===== config.mk =====
export PLATFORM = sky130hd
export DESIGN_NAME = syncdiv_top
export DESIGN_NICKNAME = d
export VERILOG_FILES = /design/src/rtl/syncdiv_pkg.sv /design/src/rtl/syncdiv_even.sv /design/src/rtl/syncdiv_third.sv /design/src/rtl/syncdiv_top.sv
export SDC_FILE = /design/constraint.sdc
export NUM_CORES = 1
export LEC_CHECK = 0
export BUFFER_PORTS_ARGS = -buffer_cell sky130_fd_sc_hd__buf_2
export CORE_UTILIZATION = 61
export DETAILED_ROUTE_END_ITERATION = 10
export PLACE_DENSITY = 0.81
export RECOVER_POWER = 50
export SYNTH_ARGS = -nofsm -noshare
export SYNTH_HDL_FRONTEND = slang
export SYNTH_SLANG_ARGS = --single-unit

===== constraint.sdc =====
create_clock -name clk_cpu -period 6.6 [get_ports clk_cpu]
set_clock_uncertainty 0.2 [all_clocks]
set_input_delay 0.33 -clock clk_cpu [delete_from_list [all_inputs] [get_ports clk_cpu]]
set_output_delay 0.33 -clock clk_cpu [all_outputs]
set_load 0.05 [all_outputs]

===== src/rtl/syncdiv_pkg.sv =====
`timescale 1ns/1ps
package syncdiv_pkg;

  // Ratios in CPU clock periods for the even, rising-edge-only dividers.
  localparam int RATIO_REF      = 2;
  localparam int RATIO_PCI_HI   = 4;
  localparam int RATIO_APIC_QTR = 4;
  localparam int RATIO_APIC_HI  = 8;
  localparam int RATIO_APIC_LO  = 6;

  // Even divider lanes: 0 = memory reference, 1 = 33 MHz at high rate, 2 = APIC.
  localparam int NUM_EVEN  = 3;
  localparam int LANE_REF  = 0;
  localparam int LANE_PCI  = 1;
  localparam int LANE_APIC = 2;

  function automatic int apic_ratio(input logic rate_hi, input logic quarter);
    if (quarter) return RATIO_APIC_QTR;
    return rate_hi ? RATIO_APIC_HI : RATIO_APIC_LO;
  endfunction

  function automatic int lane_ratio(input int lane, input logic rate_hi, input logic quarter);
    case (lane)
      LANE_REF: return RATIO_REF;
      LANE_PCI: return RATIO_PCI_HI;
      default:  return apic_ratio(rate_hi, quarter);
    endcase
  endfunction

endpackage


===== src/rtl/syncdiv_even.sv =====
`timescale 1ns/1ps
module syncdiv_even #(
  parameter int CNT_W = 4
) (
  input  logic             clk,
  input  logic             rst_n,
  input  logic             restart,
  input  logic [CNT_W-1:0] ratio,
  output logic             out_clk
);

  logic [CNT_W-1:0] cnt;
  logic [CNT_W-1:0] cnt_nxt;
  logic             cnt_wrap;

  // Count 0 .. ratio-1; the output is high for the first half of the count.
  always_comb begin
    cnt_wrap = (cnt >= ratio - 1'b1);
    cnt_nxt  = cnt_wrap ? '0 : cnt + 1'b1;
  end

  always_ff @(posedge clk or negedge rst_n) begin
    if (!rst_n) begin
      cnt     <= '0;
      out_clk <= 1'b0;
    end else if (restart) begin
      cnt     <= '0;
      out_clk <= 1'b1;
    end else begin
      cnt     <= cnt_nxt;
      out_clk <= (cnt_nxt < (ratio >> 1));
    end
  end

  AST_EVEN_RESTART: assert property (@(posedge clk) disable iff (!rst_n)
    restart |=> (out_clk && cnt == '0));

  AST_EVEN_BOUND: assert property (@(posedge clk) disable iff (!rst_n)
    !restart |=> (cnt < ratio));

endmodule


===== src/rtl/syncdiv_third.sv =====
`timescale 1ns/1ps
module syncdiv_third (
  input  logic clk,
  input  logic rst_n,
  input  logic restart,
  output logic frac_out,
  output logic third_out
);

  logic [1:0] ph;
  logic [1:0] ph_nxt;
  logic       lead_q;
  logic       frac_q;
  logic       third_q;

  // Three-phase counter on rising edges; lead_q is high for phase 0.
  assign ph_nxt = (ph == 2'd2) ? 2'd0 : ph + 2'd1;

  always_ff @(posedge clk or negedge rst_n) begin
    if (!rst_n) begin
      ph     <= 2'd0;
      lead_q <= 1'b0;
    end else if (restart) begin
      ph     <= 2'd0;
      lead_q <= 1'b1;
    end else begin
      ph     <= ph_nxt;
      lead_q <= (ph_nxt == 2'd0);
    end
  end

  // Falling-edge half: frac_q starts the second short cycle mid-period,
  // third_q stretches lead_q by one half-period for the 50% divide-by-3.
  always_ff @(negedge clk or negedge rst_n) begin
    if (!rst_n) begin
      frac_q  <= 1'b0;
      third_q <= 1'b0;
    end else begin
      frac_q  <= (ph == 2'd1);
      third_q <= lead_q;
    end
  end

  assign frac_out  = lead_q | frac_q;
  assign third_out = lead_q | third_q;

  AST_LEAD_SINGLE: assert property (@(posedge clk) disable iff (!rst_n)
    (lead_q && !restart) |=> !lead_q);

  AST_PHASE_LEGAL: assert property (@(posedge clk) disable iff (!rst_n)
    !restart |=> (ph != 2'd3));

  AST_THIRD_TRACKS: assert property (@(posedge clk) disable iff (!rst_n)
    third_q == lead_q);

endmodule


===== src/rtl/syncdiv_top.sv =====
`timescale 1ns/1ps
module syncdiv_top #(
  parameter int CNT_W = 4
) (
  input  logic clk_cpu,
  input  logic rst_n,
  input  logic rate_hi,
  input  logic apic_strap,
  output logic mem_ref,
  output logic mid_clk,
  output logic pci_clk,
  output logic apic_clk
);
  import syncdiv_pkg::*;

  logic armed;
  logic sel_q;
  logic strap_q;
  logic restart;

  logic [CNT_W-1:0] lane_ratio_v [NUM_EVEN];
  logic             lane_out     [NUM_EVEN];
  logic             frac_clk;
  logic             third_clk;

  // First edge after reset, or any observed rate change, restarts all lanes.
  assign restart = !armed || (sel_q != rate_hi);

  always_ff @(posedge clk_cpu or negedge rst_n) begin
    if (!rst_n) begin
      armed   <= 1'b0;
      sel_q   <= 1'b0;
      strap_q <= 1'b0;
    end else begin
      armed <= 1'b1;
      sel_q <= rate_hi;
      if (!armed) strap_q <= apic_strap;
    end
  end

  for (genvar gi = 0; gi < NUM_EVEN; gi++) begin : g_lane
    assign lane_ratio_v[gi] = CNT_W'(lane_ratio(gi, sel_q, strap_q));
    syncdiv_even #(.CNT_W(CNT_W)) u_even (
      .clk     (clk_cpu),
      .rst_n   (rst_n),
      .restart (restart),
      .ratio   (lane_ratio_v[gi]),
      .out_clk (lane_out[gi])
    );
  end

  syncdiv_third u_third (
    .clk       (clk_cpu),
    .rst_n     (rst_n),
    .restart   (restart),
    .frac_out  (frac_clk),
    .third_out (third_clk)
  );

  assign mem_ref  = lane_out[LANE_REF];
  assign mid_clk  = sel_q ? lane_out[LANE_REF] : frac_clk;
  assign pci_clk  = sel_q ? lane_out[LANE_PCI] : third_clk;
  assign apic_clk = lane_out[LANE_APIC];

  AST_STRAP_HELD: assert property (@(posedge clk_cpu) disable iff (!rst_n)
    armed |=> $stable(strap_q));

  AST_REF_TOGGLE: assert property (@(posedge clk_cpu) disable iff (!rst_n)
    (armed && !restart) |=> (mem_ref != $past(mem_ref)));

  AST_RESTART_ALIGN: assert property (@(posedge clk_cpu) disable iff (!rst_n)
    restart |=> (mem_ref && mid_clk && pci_clk && apic_clk));

  AST_RATE_CAPTURE: assert property (@(posedge clk_cpu) disable iff (!rst_n)
    restart |=> (sel_q == $past(rate_hi)));

endmodule


==> key figures, run 1 <==
Critical path
  • Crit Path Class: flop to output pin
  • FF-to-FF setup slack: 2450 ps
  • CP Cell Sequence: nor2_1 -> o21ai_0 -> buf_2
  • R2R depth: 2
  • Reg2reg end: u_third.frac_q$_DFF_NN0_
  • Critical path data arrival time: approximately 4500 ps
  • Crit path required time: ~6000 ps
  • Crit Path Max Fanout: 1
  • CP max-delay cell: dfrtn_1
  • Reg2reg start: u_third.ph[0]$_DFF_PN0_
  • Critical Path End Type: output pin
  • Slowest cell delay on critical path: about 390 ps
  • Worst setup SP type: flop

CTS
  • CTS max path bufs: 2
  • CTS Hold Bufs: 2
  • Post_cts resized: 0
  • CTS H-tree depth: 1
  • Setup bufs post-CTS: 0
  • Num CTS Buffers: 3
  • TritonCTS clock tree: built
  • Root Driver: clkbuf_4
  • Clk pin slew, worst setup/hold paths: 110 ps
  • Clk sinks: 23
  • Clk_lat worst skew: around 300 ps

STA
  • Max-slew violations: 0
  • Final setup violation count: 0
  • Worst hold slack: between 60 and 70 ps
  • Slew Limit Headroom: 0.236
  • Hold Violations, Final: 0
  • Setup repair after global routing missed its margin: no
  • Worst slew pin tran: between 1000 and 1500 ps
  • Fin Setup TNS: 0 ps

Routing
  • WL/cell: about 13 microns
  • Initial drt markers: 8
  • Final wirelength: 1570 microns
  • Drt via density: around 5.4
  • Number of remaining DRC errors: 0
  • DRT Pass-1 Iters: 3
  • Antenna Nets Post-Route: 0
  • Vias: about 640

Logic synthesis
  • Seq/Total Area, Yosys: 0.567
  • Cell area after synthesis: about 1000 sq um
  • Yosys top cell area share: 0.518
  • Post-synth cell types: 29
  • Seq cells post-synth: 23
  • Async SR Flop Fraction: 1.00
  • Syn Inst Count: slightly below 90
  • Post-synth EDFFs: 0
  • Largest area contributor in the netlist: dfrtp_1
  • Yosys warnings: 0
  • Synth area leaders: dfrtp_1 52%, ha_1 12%, dfrtn_1 4.9%
  • Top FF cell, synth: dfrtp_1
  • Avg Cell Area, Syn: approximately 12 sq um

Power
  • Leakage dissipation: around 0.55 nW
  • Net switching fraction of the power: 0.269
  • Clk pwr share: 0.244
  • P per Cell Area: 225 nW/um^2
  • Part of the power in combinational logic: 0.147
  • Register share of total power: 0.609
  • Internal: roughly 0.00018 W
  • Sw Pwr: ~0.000068 W
  • VDD IR max: 0.152 mV

Min path
  • Hold WC Path Type: input port to flop
  • Hold Path End: strap_q$_DFFE_PN0N_
  • Worst hold path startpoint: apic_strap
  • Hold depth: 2

Global routing
  • Largest net degree at the start of global routing: 24
  • Vias in the first global route: around 670
  • Initial antenna violation count: 0
  • GRT Overall Usage: 0.210
  • Overall overflow remaining after global route: 0
  • Global-route wire length before repair: roughly 2700 microns

Placed design
  • Final GP Congestion: 0.782
  • Post-DP HPWL: between 1000 and 1500 microns
  • IO Port Bufs: 7

Job
  • Maxcap violations: 0

Finish
  • Final antenna diode count: 0
  • Share of layout cells above drive strength 1: 0.165
  • Nets: approximately 120
  • Area grow syn2layout: 10.6%

Status
  • Outcome: finished clean

Floorplanning
  • Die area: 1830 sq um
  • IO Pins: 8
  • Site Rows: 14
  • Die W: approximately 43 microns
  • Die height: around 43 microns
  • Core Region: approximately 1500 sq um
  • Initial Util: 0.666
[synthesized netlist by cell type, types with 2 or more instances]
cell / number
dfrtp_1: 21
nor2_1: 11
ha_1: 10
inv_1: 7
nand2_1: 5
nor3_1: 4
a21oi_1: 3
conb_1: 2
dfrtn_1: 2
nand3_1: 2
nor2b_1: 2
o21ai_0: 2
[cells by family after synthesis]
kind of cell	count (synthesis)	synth area share
buffers and inverters	8	0.0296
multiplexers	1	0.0111
other	2	0.00740
AO/OA/AOI/OAI	9	0.0579
adder cells (fa/ha/maj)	10	0.123
XOR/XNOR	3	0.0333
flip-flops	23	0.567
AND/OR/NAND/NOR	32	0.170
[per-layer routing]
layer	GRT usage	vias up	routed length, microns
li1	-	318	-
met1	0.242	306	623
met2	0.358	9	854
met3	0.0383	8	31
met4	0.131	0	61
met5	0	-	0
[critical path, delay by kind of cell, from the launching register on]
| family | cells | cell delay (ps) |
|---|---|---|
| flops | 1 | 390 |
| buf+inv | 1 | 290 |
| compound gates | 1 | 160 |
| simple gates | 1 | 40 |
[power groups by stage]
stage	logic (W)	registers (W)	clock network [W]
2_1_floorplan	0.0000236	0.000158	0
3_3_place_gp	0.0000348	0.000156	0
3_5_place_dp	0.0000369	0.000156	0
4_1_cts	0.0000381	0.000153	0.0000634
5_1_grt	0.0000414	0.000155	0.0000687
6_report	0.0000371	0.000153	0.0000616
[per-stage QoR]
stage                util  setup slack (ps)  power, W  cells  instance area (sq um)
detailed placement  0.707              1910  0.000193    113                   1080
global route        0.736              1450  0.000265    119                   1120
global placement    0.707              1980  0.000191    113                   1080
CTS                 0.738              1580  0.000255    119                   1120
floorplan               -              1280  0.000182     91                   1030
finish              0.736              1580  0.000252    119                   1120
[state kept, by name, summed over array words and instances, names as in the netlist]
| name | flops |
|---|---|
| armed | 1 |
| g_lane.u_even.cnt | 12 |
| g_lane.u_even.out_clk | 3 |
| sel_q | 1 |
| strap_q | 1 |
| u_third.frac_q | 1 |
| u_third.lead_q | 1 |
| u_third.ph | 2 |
| u_third.third_q | 1 |
[worst max-delay path by stage]
stage / cells past startpoint / startpoint / to / slack [ps]
after floorplan: 2 / u_third.frac_q$_DFF_NN0_ / mid_clk / 1280
after global routing: 2 / rst_n / u_third.third_q$_DFF_NN0_ / 1450
after detailed placement: 3 / u_third.frac_q$_DFF_NN0_ / mid_clk / 1910
final: 3 / u_third.frac_q$_DFF_NN0_ / mid_clk / 1580
after global placement: 3 / u_third.frac_q$_DFF_NN0_ / mid_clk / 1980
after CTS: 3 / u_third.frac_q$_DFF_NN0_ / mid_clk / 1580
[final cells by class]
class | count | area [sq um]
sequential | 23 | 576
multi-input combinational | 60 | 420
fill | 124 | 402
timing repair buffer | 9 | 52.6
inverter | 7 | 26.3
clock buffer | 3 | 22.5
tap | 16 | 20.0
clock inverter | 1 | 5.00
[cell usage in the layout, fill, tap and decap left out, types with 2 or more instances in the layout]
cell	Yosys	routed
inv_1	7	7
ha_1	10	10
dfrtn_1	2	2
nand3_1	2	2
nor2b_1	2	2
nor3_1	4	4
dlygate4sd3_1	0	2
conb_1	2	5
nor2_1	11	11
clkbuf_1	1	2
a21oi_1	3	3
o21ai_0	2	2
buf_2	0	5
clkbuf_4	0	3
nand2_1	5	5
dfrtp_1	21	21
Power figures use the tool's default switching activity.
==> inputs of run 2 (changes only) <==
CORE_UTILIZATION = 51   (was 61)
PLACE_DENSITY = 0.72   (was 0.81)
clock period = 4.5 ns   (was 6.6 ns; I/O delays follow)
==> run 2 against run 1 <==
Die area grew 19%. First-iteration DRC count shrank 38%. Largest cell class unchanged. Global-route usage fell by 3.9 points. Via count fell by 1.6%. Sequential power up 47%. Non-clock buffer count increased by 1. Combinational power grew 47%. Critical endpoint is now pci_clk. Final cell count increased by 8.4%. Worst hold slack better by 170 ps. Critical path type unchanged. Total power up 46%.
==> key figures, run 2 (same netlist as run 1, synthesis figures left out) <==
Floorplanning
  • Core Region: 1800 sq um
  • Initial Util: 0.563
  • Die height: between 40 and 50 microns
  • Die W: about 47 microns
  • Die area: between 2000 and 2500 sq um
  • Site Rows: 15
  • IO Pins: 8

Min path
  • Worst hold path startpoint: u_third.ph[0]$_DFF_PN0_
  • Hold WC Path Type: flop to flop

Critical path
  • FF-to-FF setup slack: 1410 ps
  • WP buf/inv: 1
  • Crit Path Max Fanout: 1
  • Slowest cell delay on critical path: 390 ps
  • Setup crit start: u_third.third_q$_DFF_NN0_
  • CP Cell Sequence: nor2_1 -> o21ai_0 -> buf_2
  • CP max-delay cell: dfrtn_1
  • Critical path data arrival time: between 3000 and 4000 ps
  • Crit path required time: slightly above 4000 ps
  • Crit Path Class: flop to output pin
  • Largest delay share family, worst path: flip-flops
  • Reg2reg start: u_third.ph[0]$_DFF_PN0_
  • Worst setup SP type: flop
  • Critical Path End Type: output pin

Placed design
  • Area after DPL: 1090 sq um
  • Final GP Congestion: 0.832
  • IO Port Bufs: 7
  • Post-DP HPWL: 1080 microns
  • Placed Cells: approximately 120

Finish
  • Share of layout cells above drive strength 1: 0.163
  • Leading cell type in the layout, fill and taps excluded: dfrtp_1
  • Commonest cells after routing, fill and taps aside: 21 x dfrtp_1, 11 x nor2_1, 10 x ha_1
  • Most flops, register: g_lane.u_even.cnt
  • Biggest regs: g_lane.u_even.cnt: 12 flops, g_lane.u_even.out_clk: 3 flops, u_third.ph: 2 flops
  • Area grow syn2layout: 12.7%
  • Final antenna diode count: 0
  • Nets: 119
  • Largest register FFs: 12
  • Layout Cells excl Fill: roughly 130
  • Post-route cell area: 1140 sq um

Status
  • Outcome: finished clean

CTS
  • Setup bufs post-CTS: 0
  • Clk_lat worst skew: 310 ps
  • Num CTS Buffers: 3
  • CTS max path bufs: 2
  • Clk pin slew, worst setup/hold paths: 120 ps
  • TritonCTS clock tree: built
  • Post_cts resized: 0
  • Root Driver: clkbuf_4
  • Clk sinks: 23
  • CTS H-tree depth: 1

Power
  • Leakage dissipation: roughly 0.55 nW
  • Design Power: 0.000369 W
  • VDD IR max: around 0.19 mV
  • P per Cell Area: between 300 and 400 nW/um^2

Global routing
  • GRT Overall Usage: 0.171
  • Global-route wire length before repair: between 2000 and 2500 microns
  • Vias in the first global route: 547
  • Largest net degree at the start of global routing: 24
  • Overall overflow remaining after global route: 0
  • Initial antenna violation count: 0

Routing
  • WL/cell: approximately 11 microns
  • Antenna Nets Post-Route: 0
  • Final wirelength: approximately 1500 microns
  • Drt via density: about 5
  • DRT Pass-1 Iters: 2
  • Vias: about 630
  • Number of remaining DRC errors: 0
  • Initial drt markers: 5

STA
  • Setup repair after global routing missed its margin: no
  • Final setup violation count: 0
  • Slew Limit Headroom: 0.212
  • Worst hold slack: between 200 and 250 ps
  • Fin Setup TNS: 0 ps
  • Max-slew violations: 0
  • Hold Violations, Final: 0
  • Worst slew pin tran: 1180 ps

Job
  • Maxcap violations: 0
run 2: routing by layer:
layer / track usage / part of all wire / up-vias
met3: 0.0588 / 0.031 / 4
met4: 0.124 / 0.031 / 0
met5: 0 / 0 / -
li1: - / - / 315
met1: 0.196 / 0.48 / 300
met2: 0.261 / 0.46 / 12
run 2: timing repair:
action | CTS | global route
endpoints found under the setup margin | 0 | 0
hold buffers | 3 | 0
endpoints found under the hold margin | 23 | 0
run 2: worst paths after layout:
kind,to,depth (start not counted)
min in group asynchronous,g_lane[2].u_even.out_clk$_DFF_PN0_,2
min reg2reg,u_third.ph[0]$_DFF_PN0_,1
max reg2reg,u_third.frac_q$_DFF_NN0_,2
max in group asynchronous,u_third.frac_q$_DFF_NN0_,2
min,u_third.ph[0]$_DFF_PN0_,1
max,pci_clk,3
run 2: metrics by stage:
step,setup WS (ps),util
floorplan,335,-
global placement,1030,0.604
detailed placement,1010,0.604
CTS,660,0.636
global route,531,0.635
finish,682,0.635
run 2: layout make-up:
| class | count | area [sq um] |
|---|---|---|
| clock inverter | 1 | 5.00 |
| timing repair buffer | 10 | 62.6 |
| clock buffer | 3 | 22.5 |
| sequential | 23 | 576 |
| tap | 25 | 31.3 |
| inverter | 7 | 26.3 |
| fill | 155 | 658 |
| multi-input combinational | 60 | 420 |
run 2: worst register-to-register path, cell delays in order (launching register included):
cell     delay, ps
dfrtp_1        390
inv_1           70
nor2_1          40
run 2: report_power, final:
| part | internal (W) | switching, W | leakage [nW] |
|---|---|---|---|
| sequential | 0.000217 | 0.00000768 | 0.282 |
| clock | 0.0000332 | 0.0000568 | 0.0177 |
| combinational | 0.0000207 | 0.0000340 | 0.252 |
| total | 0.000271 | 0.0000985 | 0.551 |
==> inputs of run 3 (changes only) <==
ABC_AREA = 1   (was default)
CORE_UTILIZATION = 56   (was 51)
PLACE_DENSITY = 0.75   (was 0.72)
clock period = 4 ns   (was 4.5 ns; I/O delays follow)
==> run 3 against run 2 <==
Highest routed layer unchanged. Largest power group unchanged. Setup slack got worse by 150 ps. Total power up 11%. Critical endpoint is now mid_clk. Wire length grew 1.8%. Non-clock buffer count unchanged. Cell area down 0.33%. First-iteration DRC count up 40%. Sequential share of layout area rose by 0.17 points. Synthesized cell count up 17%. Die area decreased by 8.8%. Sequential power rose by 12%. Critical path depth unchanged. Final cell count up 11%.
==> key figures, run 3 <==
Finish
  • Layout Cells excl Fill: ~140
  • Multi-input logic area: a little under 400 sq um
  • Nets: around 130
  • Leading cell type in the layout, fill and taps excluded: dfrtp_1
  • Most flops, register: g_lane.u_even.cnt
  • Register area: between 500 and 600 sq um
  • Share of layout cells above drive strength 1: 0.134
  • Final antenna diode count: 0
  • Fillcell total: roughly 130
  • Area grow syn2layout: 12.6%
  • Largest register FFs: 12
  • Core Util, Final: 0.715
  • Commonest cells after routing, fill and taps aside: 21 x dfrtp_1, 20 x nand2_1, 13 x nor2_1
  • Biggest regs: g_lane.u_even.cnt: 12 flops, g_lane.u_even.out_clk: 3 flops, u_third.ph: 2 flops

Floorplanning
  • Site Rows: 14
  • Die W: between 40 and 50 microns
  • Die height: 44.5 microns
  • IO Pins: 8
  • Initial Util: 0.635
  • Die area: slightly below 2000 sq um
  • Core Region: between 1500 and 2000 sq um

Min path
  • Hold Path End: u_third.ph[0]$_DFF_PN0_
  • Hold depth: 1
  • Hold WC Path Type: flop to flop
  • Worst hold path startpoint: u_third.ph[0]$_DFF_PN0_

Routing
  • Antenna Nets Post-Route: 0
  • Initial drt markers: 7
  • Vias: between 600 and 700
  • Drt via density: ~4.7
  • Number of remaining DRC errors: 0
  • Final wirelength: about 1500 microns
  • WL/cell: 10.5 microns
  • DRT Pass-1 Iters: 4

STA
  • Slew Limit Headroom: 0.210
  • Hold Violations, Final: 0
  • Final setup violation count: 0
  • Fin Setup TNS: 0 ps
  • Worst slew pin tran: 1190 ps
  • Max-slew violations: 0
  • Setup repair after global routing missed its margin: no
  • Worst hold slack: 259 ps

Placed design
  • IO Port Bufs: 7
  • Placed Cells: roughly 140
  • Final GP Congestion: 0.784
  • Post-DP HPWL: 1170 microns

Global routing
  • Initial antenna violation count: 0
  • Global-route wire length before repair: around 2600 microns
  • Vias in the first global route: 638
  • GRT Overall Usage: 0.187
  • Largest net degree at the start of global routing: 24
  • Overall overflow remaining after global route: 0

Logic synthesis
  • Yosys warnings: 0
  • Synth area leaders: dfrtp_1 52%, ha_1 12%, nand2_1 7.4%
  • Top FF cell, synth: dfrtp_1
  • Yosys top cell area share: 0.519
  • Cell area after synthesis: 1010 sq um
  • Syn Inst Count: just over 100
  • Post-synth cell types: 19
  • Async SR Flop Fraction: 1.00
  • Most numerous cell in the Yosys netlist: dfrtp_1
  • Seq cells post-synth: 23
  • Post-synth EDFFs: 0
  • Largest area contributor in the netlist: dfrtp_1
  • Seq/Total Area, Yosys: 0.569
  • Avg Cell Area, Syn: between 9 and 10 sq um
  • Most frequent cells after synthesis: 21 x dfrtp_1, 20 x nand2_1, 13 x nor2_1

CTS
  • Clk pin slew, worst setup/hold paths: 120 ps
  • TritonCTS clock tree: built
  • Clk_lat worst skew: approximately 300 ps
  • CTS H-tree depth: 1
  • CTS max path bufs: 2
  • Root Driver: clkbuf_4
  • Clk sinks: 23
  • Num CTS Buffers: 3

Status
  • Outcome: finished clean

Job
  • Maxcap violations: 0

Critical path
  • Critical Path End Type: output pin
  • Crit Path Max Fanout: 1
  • Worst setup SP type: flop
  • Crit path required time: about 3600 ps
  • Reg2reg start: u_third.ph[0]$_DFF_PN0_
  • R2R depth: 2
  • Reg2reg end: u_third.frac_q$_DFF_NN0_
  • FF-to-FF setup slack: around 1100 ps
  • Crit Path Class: flop to output pin
  • Critical path data arrival time: approximately 3100 ps

Power
  • P per Cell Area: approximately 360 nW/um^2
  • VDD IR max: 0.290 mV
  • Leakage dissipation: approximately 0.6 nW
[run 3: cell count changes in the layout (fill, tap and decap cells not counted), sizes merged, moves of 2 or more]
| cell | previous run | this run |
|---|---|---|
| nand2 | 6 | 20 |
| nor2 | 11 | 16 |
| inv | 7 | 14 |
| nor2b | 2 | 0 |
| a21oi | 3 | 1 |
| nor3 | 4 | 6 |
[run 3: cell type report]
class | count | area share
flip-flops and latches | 23 | 0.505
multi-input cells | 68 | 0.344
repair buffers | 10 | 0.0549
inverters | 14 | 0.0461
well taps | 24 | 0.0263
clock buffers | 3 | 0.0198
clock inverters | 1 | 0.00439
[run 3: metrics by stage]
step | worst slack, ps | power, W | cell area, sq um
final | 533 | 0.000408 | 1140
after detailed placement | 855 | 0.000310 | 1080
after global placement | 867 | 0.000307 | 1080
after global routing | 299 | 0.000432 | 1140
after CTS | 514 | 0.000414 | 1140
after floorplan | 827 | 0.000293 | 1020
[run 3: logic make-up after synthesis]
kind of cell,share of synthesized area
and+or+nand+nor,0.201
DFF,0.569
buffers and inverters,0.0556
adders and majority gates,0.124
AOI/OAI and AO/OA,0.0148
other,0.00742
xor gates and xnor gates,0.0173
muxes,0.0111
[run 3: critical path, stage by stage (launching register included)]
cell and delay [ps]:
dfrtn_1 390, o21ai_0 70, nand2_1 60, buf_2 250
[run 3: layer usage]
layer / vias up / global-route usage / share of wire
li1: 348 / - / -
met1: 308 / 0.211 / 0.45
met2: 8 / 0.335 / 0.52
met3: 2 / 0.0367 / 0.021
met4: 0 / 0.0909 / 0.0067
met5: - / 0 / 0
[run 3: where the power goes]
part           switching (W)  internal, W
registers         0.00000718     0.000244
clock network      0.0000640    0.0000372
logic              0.0000378    0.0000182
total               0.000109     0.000299
[run 3: worst max-delay path by stage]
stage | from | end | slack [ps] | depth (start not counted)
floorplan | u_third.frac_q$_DFF_NN0_ | mid_clk | 830 | 2
global placement | u_third.frac_q$_DFF_NN0_ | mid_clk | 870 | 3
detailed placement | u_third.frac_q$_DFF_NN0_ | mid_clk | 860 | 3
CTS | u_third.frac_q$_DFF_NN0_ | mid_clk | 510 | 3
global route | rst_n | u_third.third_q$_DFF_NN0_ | 300 | 2
finish | u_third.frac_q$_DFF_NN0_ | mid_clk | 530 | 3
[run 3: what timing repair did]
action                    4_1_cts  5_1_grt
hold endpoints to repair       23        0
gates resized for setup         0        0
buffers inserted                0        0
hold buffers                    3        0
